==> src/rtl/wave_iter_pkg.sv <==
package wave_iter_pkg;

  typedef enum logic [1:0] {
    ST_IDLE  = 2'd0,
    ST_ARMED = 2'd1,
    ST_DELAY = 2'd2,
    ST_RUN   = 2'd3
  } wiStateT;

  // strobes from the sequencer to the counters
  typedef struct packed {
    logic run;      // state is RUN this cycle
    logic hold;     // state stays RUN into the next cycle
    logic loadDly;  // load the start-delay counter
    logic tickDly;  // count the start delay down
  } wiCtlT;

  // status from the counters back to the sequencer
  typedef struct packed {
    logic strobe;   // update strobe this cycle
    logic wfEnd;    // strobe on the last sample of a waveform
    logic grpEnd;   // waveform end that also closes an iteration group
    logic dlyDone;  // start delay counter is at zero
  } wiFlagT;

  localparam logic [1:0] STOP_NOW   = 2'd0;
  localparam logic [1:0] STOP_WAVE  = 2'd1;
  localparam logic [1:0] STOP_GROUP = 2'd2;

endpackage

==> src/rtl/wave_iter_cnt.sv <==
module wave_iter_cnt
  import wave_iter_pkg::*;
#(
  parameter int ADDR_W = 12,
  parameter int UI_W   = 24,
  parameter int IC_W   = 16,
  parameter int DLY_W  = 16
) (
  input  logic              clk,
  input  logic              rstN,
  input  wiCtlT             ctl,
  input  logic [UI_W-1:0]   updInterval,
  input  logic [ADDR_W:0]   updCount,
  input  logic [IC_W-1:0]   iterCount,
  input  logic [DLY_W-1:0]  startDelay,
  output wiFlagT            flags,
  output logic [ADDR_W-1:0] sampleAddr
);

  logic [ADDR_W:0]   countM1;
  logic [ADDR_W-1:0] lastAddr;
  logic [UI_W-1:0]   lastIv;
  logic [IC_W-1:0]   lastIt;

  logic [UI_W-1:0]   ivCnt;
  logic [ADDR_W-1:0] addrCnt;
  logic [IC_W-1:0]   itCnt;
  logic [DLY_W-1:0]  dlyCnt;

  // programmed values of zero behave as one
  always_comb begin
    countM1  = (updCount == '0) ? '0 : updCount - 1'b1;
    lastAddr = countM1[ADDR_W] ? '1 : countM1[ADDR_W-1:0];
    lastIv   = (updInterval == '0) ? '0 : updInterval - 1'b1;
    lastIt   = (iterCount == '0) ? '0 : iterCount - 1'b1;
  end

  always_comb begin
    flags.strobe  = ctl.run && (ivCnt == '0);
    flags.wfEnd   = flags.strobe && (addrCnt == lastAddr);
    flags.grpEnd  = flags.wfEnd && (itCnt == lastIt);
    flags.dlyDone = (dlyCnt == '0);
  end

  always_ff @(posedge clk or negedge rstN) begin
    if (!rstN) begin
      ivCnt   <= '0;
      addrCnt <= '0;
      itCnt   <= '0;
    end else if (!ctl.hold) begin
      ivCnt   <= '0;
      addrCnt <= '0;
      itCnt   <= '0;
    end else begin
      ivCnt <= (ivCnt == '0) ? lastIv : ivCnt - 1'b1;
      if (flags.strobe) addrCnt <= flags.wfEnd ? '0 : addrCnt + 1'b1;
      if (flags.wfEnd)  itCnt   <= flags.grpEnd ? '0 : itCnt + 1'b1;
    end
  end

  always_ff @(posedge clk or negedge rstN) begin
    if (!rstN)                           dlyCnt <= '0;
    else if (ctl.loadDly)                dlyCnt <= startDelay - 1'b1;
    else if (ctl.tickDly && !flags.dlyDone) dlyCnt <= dlyCnt - 1'b1;
  end

  assign sampleAddr = addrCnt;

endmodule

==> src/rtl/wave_iter_seq.sv <==
module wave_iter_seq
  import wave_iter_pkg::*;
#(
  parameter int DLY_W = 16
) (
  input  logic             clk,
  input  logic             rstN,
  input  logic             swStart,
  input  logic             swStop,
  input  logic             trigIn,
  input  logic             iterInfinite,
  input  logic             retrigEn,
  input  logic [DLY_W-1:0] startDelay,
  input  logic [1:0]       stopMode,
  input  wiFlagT           flags,
  output wiCtlT            ctl,
  output logic             genBusy
);

  wiStateT state, nxt;
  logic    stopPend;
  logic    stopNow, stopReq;

  always_comb begin
    stopNow = swStop && ((stopMode == STOP_NOW) || (stopMode == 2'd3));
    stopReq = stopPend || swStop;
    nxt     = state;
    unique case (state)
      ST_IDLE:  if (swStart) nxt = ST_ARMED;
      ST_ARMED: begin
        if (swStop)      nxt = ST_IDLE;
        else if (trigIn) nxt = (startDelay == '0) ? ST_RUN : ST_DELAY;
      end
      ST_DELAY: begin
        if (swStop)             nxt = ST_IDLE;
        else if (flags.dlyDone) nxt = ST_RUN;
      end
      ST_RUN: begin
        if (stopNow)
          nxt = ST_IDLE;
        else if (flags.grpEnd && !iterInfinite)
          nxt = (retrigEn && !stopReq) ? ST_ARMED : ST_IDLE;
        else if (flags.wfEnd && stopReq && stopMode == STOP_WAVE)
          nxt = ST_IDLE;
        else if (flags.grpEnd && stopReq && stopMode == STOP_GROUP)
          nxt = ST_IDLE;
      end
      default: nxt = ST_IDLE;
    endcase
  end

  always_comb begin
    ctl.run     = (state == ST_RUN);
    ctl.hold    = (state == ST_RUN) && (nxt == ST_RUN);
    ctl.loadDly = (state == ST_ARMED) && (nxt == ST_DELAY);
    ctl.tickDly = (state == ST_DELAY);
  end

  always_ff @(posedge clk or negedge rstN) begin
    if (!rstN) begin
      state    <= ST_IDLE;
      stopPend <= 1'b0;
    end else begin
      state <= nxt;
      if (!ctl.hold)  stopPend <= 1'b0;
      else if (swStop) stopPend <= 1'b1;
    end
  end

  assign genBusy = (state == ST_DELAY) || (state == ST_RUN);

endmodule

==> src/rtl/wave_iter_ctrl.sv <==
module wave_iter_ctrl
  import wave_iter_pkg::*;
#(
  parameter int ADDR_W = 12,
  parameter int UI_W   = 24,
  parameter int IC_W   = 16,
  parameter int DLY_W  = 16
) (
  input  logic              clk,
  input  logic              rstN,
  input  logic              swStart,
  input  logic              swStop,
  input  logic              trigIn,
  input  logic [UI_W-1:0]   updInterval,
  input  logic [ADDR_W:0]   updCount,
  input  logic [IC_W-1:0]   iterCount,
  input  logic              iterInfinite,
  input  logic              retrigEn,
  input  logic [DLY_W-1:0]  startDelay,
  input  logic [1:0]        stopMode,
  output logic [ADDR_W-1:0] sampleAddr,
  output logic              updStrobe,
  output logic              genBusy
);

  wiCtlT  ctl;
  wiFlagT flags;

  wave_iter_seq #(.DLY_W(DLY_W)) u_seq (
    .clk(clk), .rstN(rstN), .swStart(swStart), .swStop(swStop),
    .trigIn(trigIn), .iterInfinite(iterInfinite), .retrigEn(retrigEn),
    .startDelay(startDelay), .stopMode(stopMode), .flags(flags),
    .ctl(ctl), .genBusy(genBusy)
  );

  wave_iter_cnt #(.ADDR_W(ADDR_W), .UI_W(UI_W), .IC_W(IC_W), .DLY_W(DLY_W)) u_cnt (
    .clk(clk), .rstN(rstN), .ctl(ctl), .updInterval(updInterval),
    .updCount(updCount), .iterCount(iterCount), .startDelay(startDelay),
    .flags(flags), .sampleAddr(sampleAddr)
  );

  assign updStrobe = flags.strobe;

endmodule

==> config.mk <==
export PLATFORM = sky130hd
export DESIGN_NAME = wave_iter_ctrl
export DESIGN_NICKNAME = d
export VERILOG_FILES = /design/src/rtl/wave_iter_pkg.sv /design/src/rtl/wave_iter_cnt.sv /design/src/rtl/wave_iter_seq.sv /design/src/rtl/wave_iter_ctrl.sv
export SDC_FILE = /design/constraint.sdc
export NUM_CORES = 1
export LEC_CHECK = 0
export ABC_AREA = 1
export CAP_MARGIN = 15
export CORE_UTILIZATION = 55
export DETAILED_ROUTE_END_ITERATION = 6
export DONT_BUFFER_PORTS = 1
export GPL_ROUTABILITY_DRIVEN = 0
export MAX_ROUTING_LAYER = met4
export PLACE_DENSITY_LB_ADDON = 0.25
export RECOVER_POWER = 100
export SETUP_SLACK_MARGIN = 0.4
export SLEW_MARGIN = 0
export SYNTH_ARGS = -nofsm -noshare
export SYNTH_HDL_FRONTEND = slang
export SYNTH_SLANG_ARGS = --single-unit
==> constraint.sdc <==
create_clock -name clk -period 4.1 [get_ports clk]
set_clock_uncertainty 0.1 [all_clocks]
set_input_delay 0.41 -clock clk [delete_from_list [all_inputs] [get_ports clk]]
set_output_delay 0.41 -clock clk [all_outputs]
set_load 0.03 [all_outputs]
==> out/results.ini, run 1 <==
[status]
status=finished with violations
failed_checks=capacitance limit, slew limit

[setup_path]
r2r_slack_ps=400
cp.arrival_ps=3820
r2r_end=u_cnt.dlyCnt[12]$_DFFE_PN0P_
reg2reg_from=u_seq.state[1]$_DFF_PN0_
cp-end-kind=register
crit_required_ps=4230
crit_path_frequent_cell=nand2_1
crit_type=register to register
reg2regPathDepth=25
cpMaxStageDelayCell=clkbuf_1
start_kind=register
cpPeakStageDelay_ps=430
cp_max_fo=7

[route]
first_pass_iters=6
drt_wl_total_mm=18.4
via_per_inst=5.64
routedWlPerCell_um=14.6
antenna_left=0
drc=0
first_iter_violations=537
num_vias=7116

[die]
coreArea_mm2=0.0120
start_util_pct=56.5
die_w_um=113
die_h_um=113
pin_count=92
die-area_mm2=0.0128
rows=40

[layout]
multi_input_area_mm2=0.00453
diodes=0
nFillCells=1110
regArea_mm2=0.00178
areaGrowthSynthToFinish_pct=14.3
drive_gt1_share_pct=12.5
final_area_mm2=0.00776
final_nets=1198

[clocking]
clock_path_buffers=2
root_buffer=clkbuf_16
path_clk_slew_ps=60
cts_sinks=71
cts_buffers=9
insertion_delay_ps=340
h-tree-depth=3
cts_tree=done

[yosys]
synth_compound_area_share_pct=8.72
yosysTopAreaCell=dfrtp_1
avgSynthCellArea_um2=6.27
ys_seq_area_share_pct=26.2
yosys.cell_types.count=44
yosys_most_used_dff=dfrtp_1
synth.ff_latch_count=71
synthTopCellsByArea=dfrtp_1 (26%), nand2_1 (15%), nand3_1 (8.8%)
ys_warn_count=0
synth_top_family_by_area=simple AND/OR/NAND/NOR gates
async_flop_share_pct=100
synth.top_cells.by_count=nand2_1 (273), inv_1 (146), nor2_1 (145), nand3_1 (119), dfrtp_1 (71)
syn_area_mm2=0.00679
synthCells=1083
synthAdderAreaFrac_pct=2.03
yosysMostFrequentCell=nand2_1
synthXorXnorAreaFrac_pct=6.84
yosys.area_share.simple_pct=45.8
synth-edff-count=0
synth_nets=1172
yosysTopAreaCellShare_pct=26.2
synthMuxAreaShare_pct=0

[grt]
grt_overflow_total=0
grt_use_total_pct=29.2
grt_pass1_wl_mm=29.3
first_global_vias=6465
antenna_found_initial=0
grt_max_degree=72

[worst_hold_path]
min_to=u_cnt.ivCnt[0]$_DFF_PN0_
hold_path_depth=1
hold_path.startpoint=updInterval[0]
min_path_type=primary input to register

[power]
pwr_density_cell_mw_per_mm2=851
max-vdd-ir-drop_mv=0.693
p_leak_uw=0.00372

[place]
io_buffers=0
place_area_mm2=0.00697
dpl_worst_slack_ps=24.6
dp_hpwl_mm=13.6

[run]
maxCapViolations=1

[sta]
fin_ws_ps=403
timing.final.crit_share_pct=90.2
fin_crit_ps=3700
rsz0062_at_grt=true
slew_viol_final=72
fin_setup_tns_ps=0
finalSetupViolations=0
worstMarginPinSlew_ps=1760
relSlewSlack_pct=-17.4
hold_viol=0
timing.fmax_mhz=271

-- routing by layer --
layer / track usage, % / wire, um / vias to the layer above
li1: - / - / 3589
met3: 4.66 / 1380 / 33
met1: 37.7 / 8100 / 3218
met5: - / 0 / -
met2: 47.9 / 8610 / 276
met4: 7.54 / 308 / 0
-- cell families after synthesis --
logic type / count (synthesis)
flops: 71
compound gates: 95
fa+ha+maj: 11
xor+xnor: 53
simple gates: 676
buf+inv: 177
-- final cells by class --
| cell class | instances | share of cell area (%) |
|---|---|---|
| clock inverter | 5 | 1.64 |
| inverter | 157 | 7.59 |
| clock buffer | 11 | 3.26 |
| timing repair buffer | 34 | 3.93 |
| multi-input combinational | 836 | 58.3 |
| sequential | 71 | 22.9 |
| tap | 147 | 2.37 |
-- power breakdown --
part           switching [uW]  internal (uW)  total (uW)
Sequential                181            869        1050
Clock                     300            689         989
Combinational            2840           1730        4570
Total                    3320           3290        6610
-- flip-flops by register name, indices dropped and copies added (netlist names) --
register,flops
u_cnt.sampleAddr,12
u_cnt.itCnt,16
u_seq.state,2
u_seq.stopPend,1
u_cnt.dlyCnt,16
u_cnt.ivCnt,24
-- cells in the final DEF (no fill, tap or decap), types with 14 or more instances in the layout --
cell     count
nand2_1    263
nand4_1     29
dfrtp_1     71
nor2_4      17
o21ai_0     24
nor4_1      17
xnor2_1     15
inv_1      144
nand3_1    115
nor2_2      14
nand2_2     22
xor2_1      38
nor3_1      27
buf_4       21
a21oi_1     18
nor2_1     136
-- worst max path at each step --
stage          slack (ps)  cells past startpoint                           end                startpoint
3_5_place_dp           20                     29  u_cnt.dlyCnt[12]$_DFFE_PN0P_              iterCount[0]
5_1_grt               140                     30  u_cnt.dlyCnt[12]$_DFFE_PN0P_  u_cnt.ivCnt[0]$_DFF_PN0_
6_report              400                     25  u_cnt.dlyCnt[12]$_DFFE_PN0P_  u_seq.state[1]$_DFF_PN0_
3_3_place_gp           90                     29  u_cnt.dlyCnt[12]$_DFFE_PN0P_              iterCount[0]
4_1_cts               420                     30  u_cnt.dlyCnt[12]$_DFFE_PN0P_  u_cnt.ivCnt[0]$_DFF_PN0_
2_1_floorplan         520                     32  u_cnt.dlyCnt[14]$_DFFE_PN0P_               updCount[0]
-- metrics by stage --
step           hold slack, ps  instances  power (uW)  utilization [%]
2_1_floorplan            14.4       1083        4000                -
3_3_place_gp             16.2       1224        4820             58.0
3_5_place_dp             16.1       1224        4870             58.0
4_1_cts                  72.7       1243        6100             61.9
5_1_grt                  77.1       1261        7150             64.6
6_report                 82.0       1261        6610             64.6
-- timing repair --
action                     4_1_cts  5_1_grt
setup buffers                    1       15
hold buffers                     2        0
gates resized for setup         10       58
pin swaps                        2       24
setup endpoints to repair       27       49
hold endpoints to repair        71        0
gates cloned                     0        3
-- worst max-delay path: cells and delay by family (launching register included) --
family	cells	cell delay, ps
buffers and inverters	1	430
DFF	1	330
and+or+nand+nor	23	2550
adders and majority gates	1	150
Power figures use the tool's default switching activity.
==> run 2: changes to the inputs <==
- SYNTH_HIERARCHICAL: not set -> 1
==> run 2 against run 1 <==
- the flow finishes with violations (capacitance limit, slew limit, setup timing)
- die area is 3.3% higher
- worst setup slack worse by 580 ps
- final area increased by 16%
- synthesized area up 3.4%
- synthesized cell count increased by 6.3%
- via count increased by 13%
- global-route usage grew 1.4 points
- cell count grew 15%
- largest cell class unchanged
- largest power group unchanged
==> out/results.ini, run 2 <==
[status]
status=finished with violations
failed_checks=capacitance limit, slew limit, setup timing

[yosys]
synthTopCellsByArea=dfrtp_1 (25%), nand2_1 (15%), inv_1 (8.8%)
synth-edff-count=0
synthXorXnorAreaFrac_pct=6.62
synth_nets=1240
synthCells=1151
synthMuxAreaShare_pct=0
yosys_most_used_dff=dfrtp_1
ys_warn_count=6
yosysTopAreaCellShare_pct=25.3
async_flop_share_pct=100
synth_compound_area_share_pct=9.75
synth_top_family_by_area=simple AND/OR/NAND/NOR gates
yosys.area_share.simple_pct=45.5
ys_seq_area_share_pct=25.3
yosysMostFrequentCell=nand2_1
syn_area_mm2=0.00702
yosys.cell_types.count=43
synth.top_cells.by_count=nand2_1 (288), inv_1 (165), nor2_1 (159), nand3_1 (115), dfrtp_1 (71)
synthAdderAreaFrac_pct=1.96
avgSynthCellArea_um2=6.10
yosysTopAreaCell=dfrtp_1
synth.ff_latch_count=71

[sta]
fin_ws_ps=-177
fin_setup_tns_ps=-410
relSlewSlack_pct=-19.7
finalSetupViolations=4
timing.final.crit_share_pct=104
rsz0062_at_grt=true
timing.fmax_mhz=234
slew_viol_final=72
fin_crit_ps=4280
hold_viol=0
fin_hold_ws_ps=187
worstMarginPinSlew_ps=1790

[layout]
final_common_cell=nand2_1
nFillCells=1005
drive_gt1_share_pct=23.6
top_register=u_cnt/ivCnt
final_area_mm2=0.00899
largest_reg_flops=24
reg_top3=u_cnt/ivCnt: 24 flops, u_cnt/dlyCnt: 16 flops, u_cnt/itCnt: 16 flops
final_nets=1362
areaGrowthSynthToFinish_pct=28.1
layout_common_cells=nand2_1 (266), inv_1 (149), nor2_1 (149), nand3_1 (107), buf_4 (102)
diodes=0

[route]
first_iter_violations=707
routedWlPerCell_um=14.8
via_per_inst=5.56
drc=0
first_pass_iters=5
drt_wl_total_mm=21.5
antenna_left=0
num_vias=8043

[setup_path]
start_kind=register
crit_required_ps=4230
cpMaxStageDelayCell=dfrtp_1
r2r_end=u_cnt/dlyCnt[15]$_DFFE_PN0P_
setup.worst_path.start=u_cnt/ivCnt[5]$_DFF_PN0_
cpPeakStageDelay_ps=390
cp-end-kind=register
reg2reg_from=u_cnt/ivCnt[5]$_DFF_PN0_
cp_max_fo=8
r2r_slack_ps=-180
path_depth=30
path_buf_inv=3
crit_family=simple AND/OR/NAND/NOR gates
crit_type=register to register
reg2regPathDepth=30
cp.arrival_ps=4400
endpoint=u_cnt/dlyCnt[15]$_DFFE_PN0P_

[clocking]
clock_path_buffers=2
cts_buffers=9
cts_tree=done
root_buffer=clkbuf_16
h-tree-depth=3
cts_sinks=71
insertion_delay_ps=340
path_clk_slew_ps=60

[die]
pin_count=92
die_h_um=115
die-area_mm2=0.0132
start_util_pct=57.5
coreArea_mm2=0.0122
die_w_um=115
rows=40

[grt]
antenna_found_initial=0
grt_pass1_wl_mm=31.2
grt_use_total_pct=30.6
grt_max_degree=72
grt_overflow_total=0
first_global_vias=7057

[place]
place_area_mm2=0.00791
dp_hpwl_mm=14.4
io_buffers=0
dpl_worst_slack_ps=-209

[run]
maxCapViolations=1

[power]
max-vdd-ir-drop_mv=0.746
pwr_density_cell_mw_per_mm2=559
p_leak_uw=0.00446

[worst_hold_path]
min_path_type=primary input to register

run 2: cells by family after synthesis:
logic type,after synthesis
and+or+nand+nor,697
adders and majority gates,11
xor gates and xnor gates,53
DFF,71
AOI/OAI and AO/OA,126
buffers and inverters,193
run 2: worst min path at each step:
| stage | from | endpoint | slack, ps | cells past startpoint |
|---|---|---|---|---|
| after global routing | swStart | u_seq/state[0]$_DFF_PN0_ | 210 | 2 |
| after floorplan | rstN | u_cnt/dlyCnt[0]$_DFFE_PN0P_ | 10 | 0 |
| after CTS | swStart | u_seq/state[0]$_DFF_PN0_ | 140 | 2 |
| final | updInterval[23] | u_cnt/ivCnt[23]$_DFF_PN0_ | 190 | 3 |
| after global placement | rstN | u_cnt/itCnt[0]$_DFFE_PN0P_ | 20 | 0 |
| after detailed placement | rstN | u_cnt/itCnt[0]$_DFFE_PN0P_ | 20 | 0 |
run 2: cell type report:
| type | instances | area, um2 | share of cell area [%] |
|---|---|---|---|
| repair inverters | 1 | 8.76 | 0.0974 |
| inverters | 174 | 681 | 7.57 |
| well taps | 168 | 210 | 2.34 |
| multi-input cells | 887 | 4870 | 54.1 |
| clock inverters | 6 | 83.8 | 0.933 |
| flip-flops and latches | 71 | 1780 | 19.8 |
| repair buffers | 129 | 1120 | 12.5 |
| clock buffers | 10 | 239 | 2.66 |
run 2: report_power, final:
part           switching [uW]  leakage [uW]  total, uW  internal, uW
clock network             304      0.000162        851           547
logic                    2100       0.00334       3260          1160
registers                94.2      0.000959        913           819
total                    2500       0.00446       5030          2530
run 2: metal layers:
layer / track usage, % / up-vias / part of all wire, %
met2: 51.1 / 332 / 50
li1: - / 3942 / -
met5: - / - / 0
met4: 10.3 / 0 / 2.2
met3: 5.96 / 55 / 6.7
met1: 37.0 / 3714 / 41
run 2: stage by stage:
stage | utilization (%) | instances | total power [uW]
after CTS | 69.6 | 1422 | 4610
after global placement | 64.8 | 1387 | 3570
after global routing | 73.6 | 1446 | 5330
after detailed placement | 64.8 | 1387 | 3610
after floorplan | - | 1151 | 2880
final | 73.6 | 1446 | 5030
run 2: repair_timing:
item,in CTS,in global routing
pin swaps,31,41
setup endpoints to repair,14,65
setup buffers,16,21
cloned,1,3
hold endpoints to repair,71,0
hold buffers,2,0
resized for setup,27,94
run 2: worst register-to-register path: cells and delay by family, from the launching register on:
kind | cells | cell delay [ps]
AO/OA/AOI/OAI | 3 | 430
flip-flops | 1 | 390
AND/OR/NAND/NOR | 23 | 2850
buffers and inverters | 3 | 250
XOR/XNOR | 1 | 150
